File: src/rtl/pwrdn_pkg.sv
package pwrdn_pkg;
  typedef enum logic [2:0] {
    ST_RUN, ST_SYNC, ST_HOLD, ST_OSC_OFF, ST_DOWN, ST_OSC_ON, ST_STAB
  } pdState_t;

  // strobes from control to datapath
  typedef struct packed {
    logic holdReq;    // park every group low
    logic cpuGateEn;  // CPU-stop input may act
    logic oscOff;     // drop oscillator and VCO enables
    logic oscOn;      // raise oscillator and VCO enables
    logic stabLoad;   // start the stabilisation count
  } pdCtrl_t;
endpackage

File: src/rtl/pwrdn_sync.sv
module pwrdn_sync #(
  parameter int   STAGES  = 2,
  parameter logic RST_VAL = 1'b1
) (
  input  logic clk,
  input  logic rstN,
  input  logic din,
  output logic dout
);
  logic [STAGES-1:0] chain;

  always_ff @(posedge clk or negedge rstN) begin
    if (!rstN) chain <= {STAGES{RST_VAL}};
    else       chain <= {chain[STAGES-2:0], din};
  end

  assign dout = chain[STAGES-1];
endmodule

File: src/rtl/pwrdn_ctl.sv
module pwrdn_ctl
  import pwrdn_pkg::*;
(
  input  logic    clk,
  input  logic    rstN,
  input  logic    pdAct,
  input  logic    allParked,
  input  logic    stabDone,
  output pdCtrl_t ctrl,
  output logic    ready
);
  pdState_t state, stateNxt;

  always_ff @(posedge clk or negedge rstN) begin
    if (!rstN) state <= ST_STAB;
    else       state <= stateNxt;
  end

  always_comb begin
    stateNxt = state;
    unique case (state)
      ST_RUN:     if (pdAct) stateNxt = ST_SYNC;
      ST_SYNC:    stateNxt = ST_HOLD;
      ST_HOLD:    if (allParked) stateNxt = ST_OSC_OFF;
      ST_OSC_OFF: stateNxt = ST_DOWN;
      ST_DOWN:    if (!pdAct) stateNxt = ST_OSC_ON;
      ST_OSC_ON:  stateNxt = ST_STAB;
      ST_STAB:    if (stabDone) stateNxt = ST_RUN;
      default:    stateNxt = ST_STAB;
    endcase
  end

  always_comb begin
    ctrl.holdReq   = (state != ST_RUN) && (state != ST_SYNC);
    ctrl.cpuGateEn = (state == ST_RUN);
    ctrl.oscOff    = (state == ST_OSC_OFF);
    ctrl.oscOn     = (state == ST_OSC_ON);
    ctrl.stabLoad  = (state == ST_OSC_ON);
  end

  assign ready = (state == ST_RUN);

  // confirm state only after the synchronised request was seen
  a_r1_sync_after_req: assert property (@(posedge clk) disable iff (!rstN)
    (state == ST_SYNC) |-> $past(pdAct));
  // oscillators go off only after every group acknowledged
  a_r3_off_after_park: assert property (@(posedge clk) disable iff (!rstN)
    (state == ST_OSC_OFF) |-> $past(allParked));
  // a request cannot cut stabilisation short
  a_r7_stab_holds: assert property (@(posedge clk) disable iff (!rstN)
    (state == ST_STAB && !stabDone) |=> (state == ST_STAB));
endmodule

File: src/rtl/pwrdn_dp.sv
module pwrdn_dp
  import pwrdn_pkg::*;
#(
  parameter int NUM_GRP     = 5,
  parameter int SYNC_STAGES = 2,
  parameter int STAB_CYCLES = 200000,
  parameter int CPU_GRP     = 0
) (
  input  logic               clk,
  input  logic               rstN,
  input  logic               pdReqN,
  input  logic               cpuStopN,
  input  logic [NUM_GRP-1:0] grpParked,
  input  pdCtrl_t            ctrl,
  output logic               pdAct,
  output logic               allParked,
  output logic               stabDone,
  output logic [NUM_GRP-1:0] grpHold,
  output logic               oscEn,
  output logic               vcoEn
);
  localparam int CNT_W = $clog2(STAB_CYCLES + 1);
  localparam logic [CNT_W-1:0] CNT_LOAD = CNT_W'(STAB_CYCLES - 1);

  logic pdSync, cpuSync, cpuStopAct;
  logic [CNT_W-1:0] stabCnt;

  pwrdn_sync #(.STAGES(SYNC_STAGES), .RST_VAL(1'b1)) uPdSync (
    .clk(clk), .rstN(rstN), .din(pdReqN), .dout(pdSync));
  pwrdn_sync #(.STAGES(SYNC_STAGES), .RST_VAL(1'b1)) uCpuSync (
    .clk(clk), .rstN(rstN), .din(cpuStopN), .dout(cpuSync));

  assign pdAct      = !pdSync;
  assign cpuStopAct = !cpuSync;
  assign allParked  = &grpParked;
  assign stabDone   = (stabCnt == '0);

  // stabilisation timer, started when the oscillators come back
  always_ff @(posedge clk or negedge rstN) begin
    if (!rstN)               stabCnt <= CNT_LOAD;
    else if (ctrl.stabLoad)  stabCnt <= CNT_LOAD;
    else if (stabCnt != '0)  stabCnt <= stabCnt - 1'b1;
  end

  always_ff @(posedge clk or negedge rstN) begin
    if (!rstN) begin
      oscEn <= 1'b1;
      vcoEn <= 1'b1;
    end else if (ctrl.oscOff) begin
      oscEn <= 1'b0;
      vcoEn <= 1'b0;
    end else if (ctrl.oscOn) begin
      oscEn <= 1'b1;
      vcoEn <= 1'b1;
    end
  end

  // hold-low registers change on the falling edge of the CPU clock
  for (genvar g = 0; g < NUM_GRP; g++) begin : gHold
    logic holdQ;
    if (g == CPU_GRP) begin : gCpu
      always_ff @(negedge clk or negedge rstN) begin
        if (!rstN)               holdQ <= 1'b1;
        else if (ctrl.holdReq)   holdQ <= 1'b1;
        else if (ctrl.cpuGateEn) holdQ <= cpuStopAct;
      end
    end else begin : gStd
      always_ff @(negedge clk or negedge rstN) begin
        if (!rstN) holdQ <= 1'b1;
        else       holdQ <= ctrl.holdReq;
      end
    end
    assign grpHold[g] = holdQ;
  end

  // while parking is requested every group is held
  a_r2_hold_all: assert property (@(posedge clk) disable iff (!rstN)
    ctrl.holdReq |-> (&grpHold));
  // enables fall only with all outputs held and acknowledged
  a_r3_fall_ordered: assert property (@(posedge clk) disable iff (!rstN)
    $fell(oscEn) |-> ((&grpHold) && $past(allParked, 2)));
  // outside normal running the CPU-stop input moves nothing
  a_r4_cpu_ignored: assert property (@(posedge clk) disable iff (!rstN)
    (!ctrl.cpuGateEn && !ctrl.holdReq) |-> $stable(grpHold[CPU_GRP]));
  // enables return only once the request is gone
  a_r5_rise_released: assert property (@(posedge clk) disable iff (!rstN)
    $rose(oscEn) |-> !$past(pdAct, 2));
endmodule

File: src/rtl/pwrdn_seq.sv
module pwrdn_seq
  import pwrdn_pkg::*;
#(
  parameter int NUM_GRP     = 5,
  parameter int SYNC_STAGES = 2,
  parameter int STAB_CYCLES = 200000,
  parameter int CPU_GRP     = 0
) (
  input  logic               clk,
  input  logic               rstN,
  input  logic               pdReqN,
  input  logic               cpuStopN,
  input  logic [NUM_GRP-1:0] grpParked,
  output logic [NUM_GRP-1:0] grpHold,
  output logic               oscEn,
  output logic               vcoEn,
  output logic               ready
);
  pdCtrl_t ctrl;
  logic pdAct, allParked, stabDone;

  pwrdn_ctl uCtl (
    .clk(clk), .rstN(rstN), .pdAct(pdAct), .allParked(allParked),
    .stabDone(stabDone), .ctrl(ctrl), .ready(ready));

  pwrdn_dp #(
    .NUM_GRP(NUM_GRP), .SYNC_STAGES(SYNC_STAGES),
    .STAB_CYCLES(STAB_CYCLES), .CPU_GRP(CPU_GRP)
  ) uDp (
    .clk(clk), .rstN(rstN), .pdReqN(pdReqN), .cpuStopN(cpuStopN),
    .grpParked(grpParked), .ctrl(ctrl), .pdAct(pdAct),
    .allParked(allParked), .stabDone(stabDone), .grpHold(grpHold),
    .oscEn(oscEn), .vcoEn(vcoEn));

  // clocks are declared valid only with both sources running
  a_r9_ready_sources: assert property (@(posedge clk) disable iff (!rstN)
    ready |-> (oscEn && vcoEn));
endmodule

File: config.mk
export PLATFORM = sky130hd
export DESIGN_NAME = pwrdn_seq
export DESIGN_NICKNAME = d
export VERILOG_FILES = /design/src/rtl/pwrdn_pkg.sv /design/src/rtl/pwrdn_sync.sv /design/src/rtl/pwrdn_ctl.sv /design/src/rtl/pwrdn_dp.sv /design/src/rtl/pwrdn_seq.sv
export SDC_FILE = /design/constraint.sdc
export NUM_CORES = 1
export LEC_CHECK = 0
export BUFFER_PORTS_ARGS = -buffer_cell sky130_fd_sc_hd__buf_2
export CAP_MARGIN = 5
export CORE_MARGIN = 5
export CORE_UTILIZATION = 30
export CTS_CLUSTER_DIAMETER = 200
export DETAILED_ROUTE_END_ITERATION = 8
export GPL_ROUTABILITY_DRIVEN = 0
export SYNTH_ARGS = -nofsm -noshare
export SYNTH_HDL_FRONTEND = slang
export SYNTH_SLANG_ARGS = --single-unit
File: constraint.sdc
create_clock -name clk -period 2.6 [get_ports clk]
set_clock_uncertainty 0.15 [all_clocks]
set_input_delay 0.26 -clock clk [delete_from_list [all_inputs] [get_ports clk]]
set_output_delay 0.26 -clock clk [all_outputs]
set_load 0.02 [all_outputs]
# Word-level counts from Yosys, hierarchy flattened
# Cells that the tools add are included.
[totals]
output_inout_bits = 8
ff_bits = 28
word_cells = 41
mem_bits_ro = 0
inputBits = 9
ram_bits = 0
latchBits = 0
n_memories = 0
[op_classes]
n_reduce_logical = 11
add_sub_neg = 1
bitwise_logic = 0
shifts = 0
div = 0
n_lt_le_gt_ge = 0
n_eq_ne = 11
multipliers = 0
muxes = 11
[ops]
columns = ["cell", "count"]
rows = [
  ["$mux W18", 2],
  ["$logic_not A18 Y1", 1],
  ["$pmux W3 S6", 1],
  ["$reduce_bool A18 Y1", 1],
  ["$sub A18 B1 Y18 const B", 1],
  ["$mux W3", 4],
  ["$eq A3 B3 Y1 const B", 3],
  ["$eq A3 B2 Y1 const B", 2],
  ["$ne A2 B2 Y1 const B", 3],
  ["$reduce_bool A2 Y1", 3],
  ["$reduce_and A5 Y1", 1],
  ["$mux W1", 4],
  ["$reduce_and A4 Y1", 1],
  ["$eq A3 B1 Y1 const B", 1],
  ["$logic_not A3 Y1", 1],
  ["$ne A3 B1 Y1 const B", 1],
  ["$reduce_bool A3 Y1", 1],
  ["$ne A2 B1 Y1 const B", 1],
  ["$logic_and A1 B1 Y1", 1],
  ["$logic_not A1 Y1", 1],
]

# Depth between registers and ports, before layout
# Gate-level depths: netlist of run 1.
[depth]
depth_word = 3
mapped_depth = 7
mapped_depth_nobuf = 6

# Modules after synthesis
# From an unflattened synthesis of run 1, not the netlist that was laid out.
[hier_totals]
hier_cells = 159
hier_area_um2 = 1562.7
[modules_own_cells]
columns = ["mod", "instances", "cells_each", "area_each_um2", "seq_area_each_um2"]
rows = [
  ["pwrdn_dp", 1, 134, 1273.7, 543.0],
  ["pwrdn_ctl", 1, 21, 183.9, 77.6],
  ["pwrdn_sync", 2, 2, 52.6, 52.6],
]

==> key figures, run 1 <==
Timing
  – Setup repair after global routing missed its margin: true
  – Final worst slack: -0.129 ns
  – Final setup vio count: 5
  – Max-slew violations: 0
  – Fin. Hold Viols: 0
  – Worst Tran Pin Value: 0.520 ns
  – Hold WS: 0.213 ns
  – Max_slew headroom: 0.652

GRT
  – Gr ovfl total: 0
  – Largest net degree at the start of global routing: 27
  – First-pass GRT wire length: 5.27 mm
  – GRT Resource Usage Total: 0.103
  – Vias in the first global route: ~1100
  – Initial antenna violation count: 0

Placement
  – Dpl ws: 0.210 ns
  – Cell Count Post-Placement: 226
  – Buffers on Ports: 16
  – DP Wirelength: 2.07 mm

Critical path
  – R2r setup slk: ~0.25 ns
  – CP Data Required Time: 2.19 ns
  – Worst EP arrival: 2.32 ns
  – CP Cell Sequence: buf_4
  – CP max-delay cell: dfstp_2
  – Crit. End Element: primary output
  – Worst Path Max Fanout: 4
  – Crit Reg-Reg Endpoint: uDp.gHold[0].holdQ
  – Worst r2r path cells: 2
  – CP Buf/Inv Count: 1
  – Largest stage delay, worst path: 0.54 ns
  – Crit path kind: reg2out
  – CP startpoint kind: flip-flop
  – Worst Setup SP: uDp.gHold[1].holdQ
  – Critical path's top delay family: flip-flops

Synth
  – Most area-consuming cells after synthesis: dfstp_2 36%, dfrtp_1 14%, buf_4 3.0%, or4_1 3.0%, nand2_1 2.8%
  – Post-synth EDFFs: 0
  – Mux contribution to synthesized area: 0.0203
  – Count leader, synth: dfstp_2
  – Cell accounting for the most synthesized area: dfstp_2
  – Post-Synth XOR/XNOR Area: 0.00593
  – Main combinational cell family by area after synthesis: simple AND/OR/NAND/NOR gates
  – Simple-gate share of the synthesized area: 0.271
  – Yosys cell types: 40
  – Synth Instances: 148
  – Post-synth ARST share: 1.00
  – Synth top area share: 0.356
  – Synthesized net count: 158
  – Syn avg cell area: approximately 10 sq um
  – Post-synthesis cell area: 0.00148 sq mm
  – Synth Register Bits: 28
  – Yosys warnings: 0
  – Synth top cells by count: 20 x dfstp_2, 11 x nand2_1, 10 x nor2_1
  – Sequential area share after synthesis: 0.491
  – Ys flop type: dfstp_2
  – Compound-Gate Fraction of Synth Area: 0.144
  – Synth Area in Adders: 0.00847

Clocking
  – Root Buffer: clkbuf_8
  – Cts bufs inserted: 3
  – TritonCTS clock tree: done
  – CTS clk-pin slew, worst paths: 0.10 ns
  – Num Clock Sinks: 28
  – Post-CTS setup buffer count: 0
  – Clock Latency Late Sink: between 0.2 and 0.3 ns
  – H-tree depth: 1
  – Clock tree buffer depth: 2

Final layout
  – Fin nets: 178
  – Area growth syn-to-layout: 17.6%
  – Layout Cells excl Fill: 234
  – # diodes: 0
  – Final Util: 0.366
  – Layout cell share with drive strength beyond 1: 0.317

Pwr
  – Power Internal: 1.13 mW
  – Worst IR drop on VDD: 0.331 mV
  – Combinational Power Share: 0.333
  – Pwr dens: 1040 mW/mm^2
  – Seq pwr share: 0.488
  – Switching part of the total: 0.374
  – NetSw: 0.676 mW
  – Clk network pwr share: 0.178
  – Lkg Pwr: 0.673 nW

Drt
  – Vias per cell: slightly below 5
  – Antenna Nets Post-Route: 0
  – Via count: 1153
  – DRC: 0
  – Drt first pass iters: 4
  – Post-Route WL: 3.02 mm
  – Wire per inst: ~13 microns
  – Starting DRT DRC Count: 55

Status
  – Status: finished, violations left
  – Failing checks: setup timing

Floorplanning
  – Die Area: 0.00643 sq mm
  – Row cnt: 25
  – I/O pin total: 17
  – Die H: approximately 80 microns
  – Starting density of the core: 0.311
  – Core area: 0.00475 sq mm
  – Die width: 80.2 microns

Min path
  – Min-Delay Startpoint: uDp.uCpuSync.chain[0]
  – Hold Path Depth: 0
  – Min-Delay Path Class: reg2reg
  – Worst Hold End: uDp.uCpuSync.chain[1]

Job
  – Max-cap check violation count: 0
-- sequential cells by signal (all words and copies together), names as in the netlist, named ones only --
register and flops:
uCtl.state 2, uDp.uPdSync.chain 2, uDp.stabCnt 18, uDp.uCpuSync.chain 2, uDp.vcoEn 1, uDp.gHold.holdQ 2
-- worst max-delay path by stage --
stage | to | slack [ns] | cells after the start
6_report | grpHold[1] | -0.13 | 1
5_1_grt | grpHold[2] | -0.18 | 1
4_1_cts | grpHold[4] | -0.14 | 1
3_5_place_dp | grpHold[4] | 0.21 | 1
3_3_place_gp | grpHold[1] | 0.22 | 1
2_1_floorplan | uDp.gHold[0].holdQ | 0.08 | 3
-- timing repair --
action	in CTS	in global routing
hold buffers	3	0
gates resized for setup	6	0
setup endpoints to repair	5	5
hold endpoints to repair	10	0
-- placed cells by master, fill, tap and decap left out, types with 7 or more instances in the layout --
cell type / synthesis / layout
a21oi_1: 8 / 8
buf_4: 6 / 10
dfstp_2: 20 / 20
o21ai_0: 8 / 8
inv_1: 6 / 7
nor2_1: 10 / 10
nand2_1: 11 / 11
buf_2: 1 / 11
dfrtp_1: 8 / 8
-- metrics by stage --
step / area, sq um / TNS [ns] / power (mW)
after floorplan: 1480 / 0 / 1.31
after global placement: 1620 / 0 / 1.48
after detailed placement: 1620 / 0 / 1.49
after CTS: 1740 / -0.640 / 1.82
after global routing: 1740 / -0.851 / 1.96
final: 1740 / -0.589 / 1.81
-- final cells by class --
class	instances	area, sq um
Fill cell	508	3020
Sequential cell	28	726
Multi-Input combinational cell	103	664
Timing Repair Buffer	25	171
Tap cell	67	83.8
Clock buffer	4	66.3
Inverter	5	18.8
Clock inverter	2	7.51
-- power groups by stage --
stage / clock network (mW) / logic (mW) / registers (mW)
2_1_floorplan: 0.00722 / 0.466 / 0.839
3_3_place_gp: 0.00722 / 0.591 / 0.884
3_5_place_dp: 0.00722 / 0.598 / 0.887
4_1_cts: 0.331 / 0.607 / 0.881
5_1_grt: 0.351 / 0.693 / 0.913
6_report: 0.323 / 0.603 / 0.884
-- cells by family after synthesis --
group,after synthesis
multiplexers,3
buffers and inverters,17
adder cells (fa/ha/maj),1
AO/OA/AOI/OAI,33
flip-flops,28
XOR/XNOR,1
AND/OR/NAND/NOR,65
-- per-layer routing --
layer	part of all wire	wire length (microns)	up-vias	GRT usage
met5	0	0	-	0
met4	0.013	40	0	0.0304
met3	0.030	90	5	0.0202
met2	0.46	1390	18	0.158
met1	0.50	1500	546	0.146
li1	-	-	584	-
Power figures use the tool's default switching activity.
==> run 2, diff against run 1 <==
--- a/config.mk
+++ b/config.mk
@@ -7,9 +7,10 @@
 export LEC_CHECK = 0
 export BUFFER_PORTS_ARGS = -buffer_cell sky130_fd_sc_hd__buf_2
 export CAP_MARGIN = 5
+export CORE_ASPECT_RATIO = 1.4
 export CORE_MARGIN = 5
 export CORE_UTILIZATION = 30
-export CTS_CLUSTER_DIAMETER = 200
+export CTS_CLUSTER_DIAMETER = 30
 export DETAILED_ROUTE_END_ITERATION = 8
 export GPL_ROUTABILITY_DRIVEN = 0
 export SYNTH_ARGS = -nofsm -noshare
==> run 2 against run 1 <==
  * The flow still finishes with violations (setup timing)
  * Die area is 0.31% higher
  * Core utilization is 0.77 points lower
  * Sequential cell count unchanged
  * Largest cell class unchanged
  * Hold slack worse by 0.00090 ns
  * First-iteration DRC count grew 18%
==> key figures, run 2 (synthesized netlist as in run 1, its figures left out) <==
Critical path
  – Worst Path Max Fanout: 4 (unchanged)
  – Critical path's top delay family: flip-flops
  – CP Buf/Inv Count: 1 (unchanged)
  – Crit path kind: reg2out
  – CP max-delay cell: dfstp_2
  – CP Cell Sequence: buf_4
  – Crit. End Element: primary output
  – R2r setup slk: 0.25 ns (about the same)
  – CP startpoint kind: flip-flop
  – Largest stage delay, worst path: 0.54 ns (about the same)
  – Worst EP arrival: 2.31 ns (about the same)
  – Crit Reg-Reg Endpoint: uDp.gHold[0].holdQ
  – Worst r2r path cells: 2 (unchanged)
  – CP Data Required Time: 2.19 ns (about the same)

Clocking
  – Clock Latency Late Sink: 0.28 ns (about the same)
  – Post-CTS setup buffer count: 0 (unchanged)
  – Root Buffer: clkbuf_8
  – Num Clock Sinks: 28 (unchanged)
  – Cts bufs inserted: 3 (unchanged)
  – Clock tree buffer depth: 2 (unchanged)
  – CTS clk-pin slew, worst paths: 0.10 ns (about the same)
  – H-tree depth: 1 (unchanged)
  – TritonCTS clock tree: done

Timing
  – Max-slew violations: 0 (unchanged)
  – Fin Setup TNS: -0.566 ns (+0.0230 ns)
  – Max_slew headroom: 0.667 (+0.0144)
  – Fin. Hold Viols: 0 (unchanged)
  – Setup repair after global routing missed its margin: true
  – Worst Tran Pin Value: 0.498 ns (-0.0215 ns)
  – Hold WS: 0.213 ns (-0.000903 ns)
  – Final worst slack: -0.123 ns (+0.00578 ns)
  – Final setup vio count: 5 (unchanged)

Job
  – Max-cap check violation count: 0 (unchanged)

Min path
  – Worst Hold End: uDp.uCpuSync.chain[1]
  – Min-Delay Startpoint: uDp.uCpuSync.chain[0]
  – Min-Delay Path Class: reg2reg
  – Hold Path Depth: 0 (unchanged)

Final layout
  – # diodes: 0 (unchanged)
  – Most common cell after layout, fill and taps aside: dfstp_2
  – Most frequent cells in the layout: 20 x dfstp_2, 11 x nand2_1, 11 x buf_2
  – Max reg flops: 18 (unchanged)
  – Biggest register: uDp.stabCnt
  – Design area: 0.00172 sq mm (-1.1%)
  – Fin nets: 177 (-0.56%)
  – Area growth syn-to-layout: 16.3%
  – Layout cell share with drive strength beyond 1: 0.313 (-0.00411)

Drt
  – DR top layer: met4
  – Vias per cell: 5.23 (+6.1%)
  – WL met1: 1.31 mm (-12%)
  – Routed wire length on met2: 1.54 mm (+11%)
  – DRC: 0 (unchanged)
  – Drt first pass iters: 4 (unchanged)
  – Starting DRT DRC Count: 65 (+18%)
  – Post-Route WL: 3.03 mm (+0.30%)
  – Wire per inst: 13.2 microns (+2.0%)
  – Met3 WL: 111 microns (+23%)
  – Via count: 1202 (+4.2%)
  – Antenna Nets Post-Route: 0 (unchanged)

Placement
  – DP Wirelength: 2.23 mm (+7.3%)
  – Buffers on Ports: 16 (unchanged)
  – Dpl ws: 0.208 ns (-0.00154 ns)
  – Area post-placement: 0.00161 sq mm (-0.70%)

Floorplanning
  – I/O pin total: 17 (unchanged)
  – Die H: 93.0 microns (+16%)
  – Core area: 0.00480 sq mm (+1.1%)
  – Starting density of the core: 0.308 (-0.00324)
  – Die width: 69.3 microns (-14%)
  – Row cnt: 30 (+20%)
  – Die Area: 0.00645 sq mm (+0.31%)

Pwr
  – Worst IR drop on VDD: 0.275 mV (-17%)
  – Power Internal: 1.12 mW (-1.2%)
  – NetSw: 0.669 mW (-1.1%)
  – Combinational Power Share: 0.338 (+0.005)
  – Pwr dens: 1040 mW/mm^2 (about the same)
  – Switching part of the total: 0.374 (about the same)
  – Seq pwr share: 0.493 (+0.005)
  – Total power: 1.79 mW (-1.1%)
  – Clk network pwr share: 0.170 (-0.008)
  – Lkg Pwr: 0.668 nW (-0.75%)

GRT
  – Vias in the first global route: 1142 (+8.8%)
  – Largest net degree at the start of global routing: 27 (unchanged)
  – GRT Resource Usage Total: 0.100 (-0.00280)
  – First-pass GRT wire length: 5.27 mm (unchanged)
  – Gr ovfl total: 0 (unchanged)
  – Initial antenna violation count: 0 (unchanged)

Status
  – Status: finished, violations left
  – Failing checks: setup timing
## run 2: cell type report
cell class,instances,area (sq um)
fill,511,3090
sequential,28,726
multi-input combinational,103,664
timing repair buffer,24,164
tap,64,80.1
clock buffer,3,41.3
clock inverter,3,25.0
inverter,5,18.8
## run 2: metal layers
metal  up-vias  track usage
met5         -            0
met4         0       0.0440
met3         6       0.0194
met2        25        0.176
met1       588        0.119
li1        583            -
## run 2: timing repair
item / 4_1_cts / 5_1_grt
endpoints found under the hold margin: 10 / 0
gates resized for setup: 6 / 0
pin swaps: 0 / 0
hold buffers: 3 / 0
setup endpoints to repair: 5 / 5
## run 2: worst max-delay path by stage
stage / from / endpoint / slack [ns] / cells after the start
finish: uDp.gHold[1].holdQ / grpHold[4] / -0.12 / 1
global route: uDp.gHold[1].holdQ / grpHold[4] / -0.16 / 1
CTS: uDp.gHold[1].holdQ / grpHold[4] / -0.13 / 1
detailed placement: uDp.gHold[1].holdQ / grpHold[4] / 0.21 / 1
global placement: uDp.gHold[1].holdQ / grpHold[4] / 0.22 / 1
floorplan: flip-flop / uDp.gHold[0].holdQ / 0.08 / 3
## run 2: power groups by stage
stage / Sequential [mW] / Combinational, mW / Clock (mW)
after detailed placement: 0.886 / 0.603 / 0.00722
after global placement: 0.885 / 0.594 / 0.00722
after global routing: 0.920 / 0.687 / 0.327
final: 0.881 / 0.604 / 0.304
after floorplan: 0.839 / 0.466 / 0.00722
after CTS: 0.879 / 0.611 / 0.313
## run 2: metrics by stage
stage           util  std cells
4_1_cts        0.358        230
6_report       0.358        230
5_1_grt        0.358        230
3_5_place_dp   0.335        222
2_1_floorplan      -        148
3_3_place_gp   0.335        222
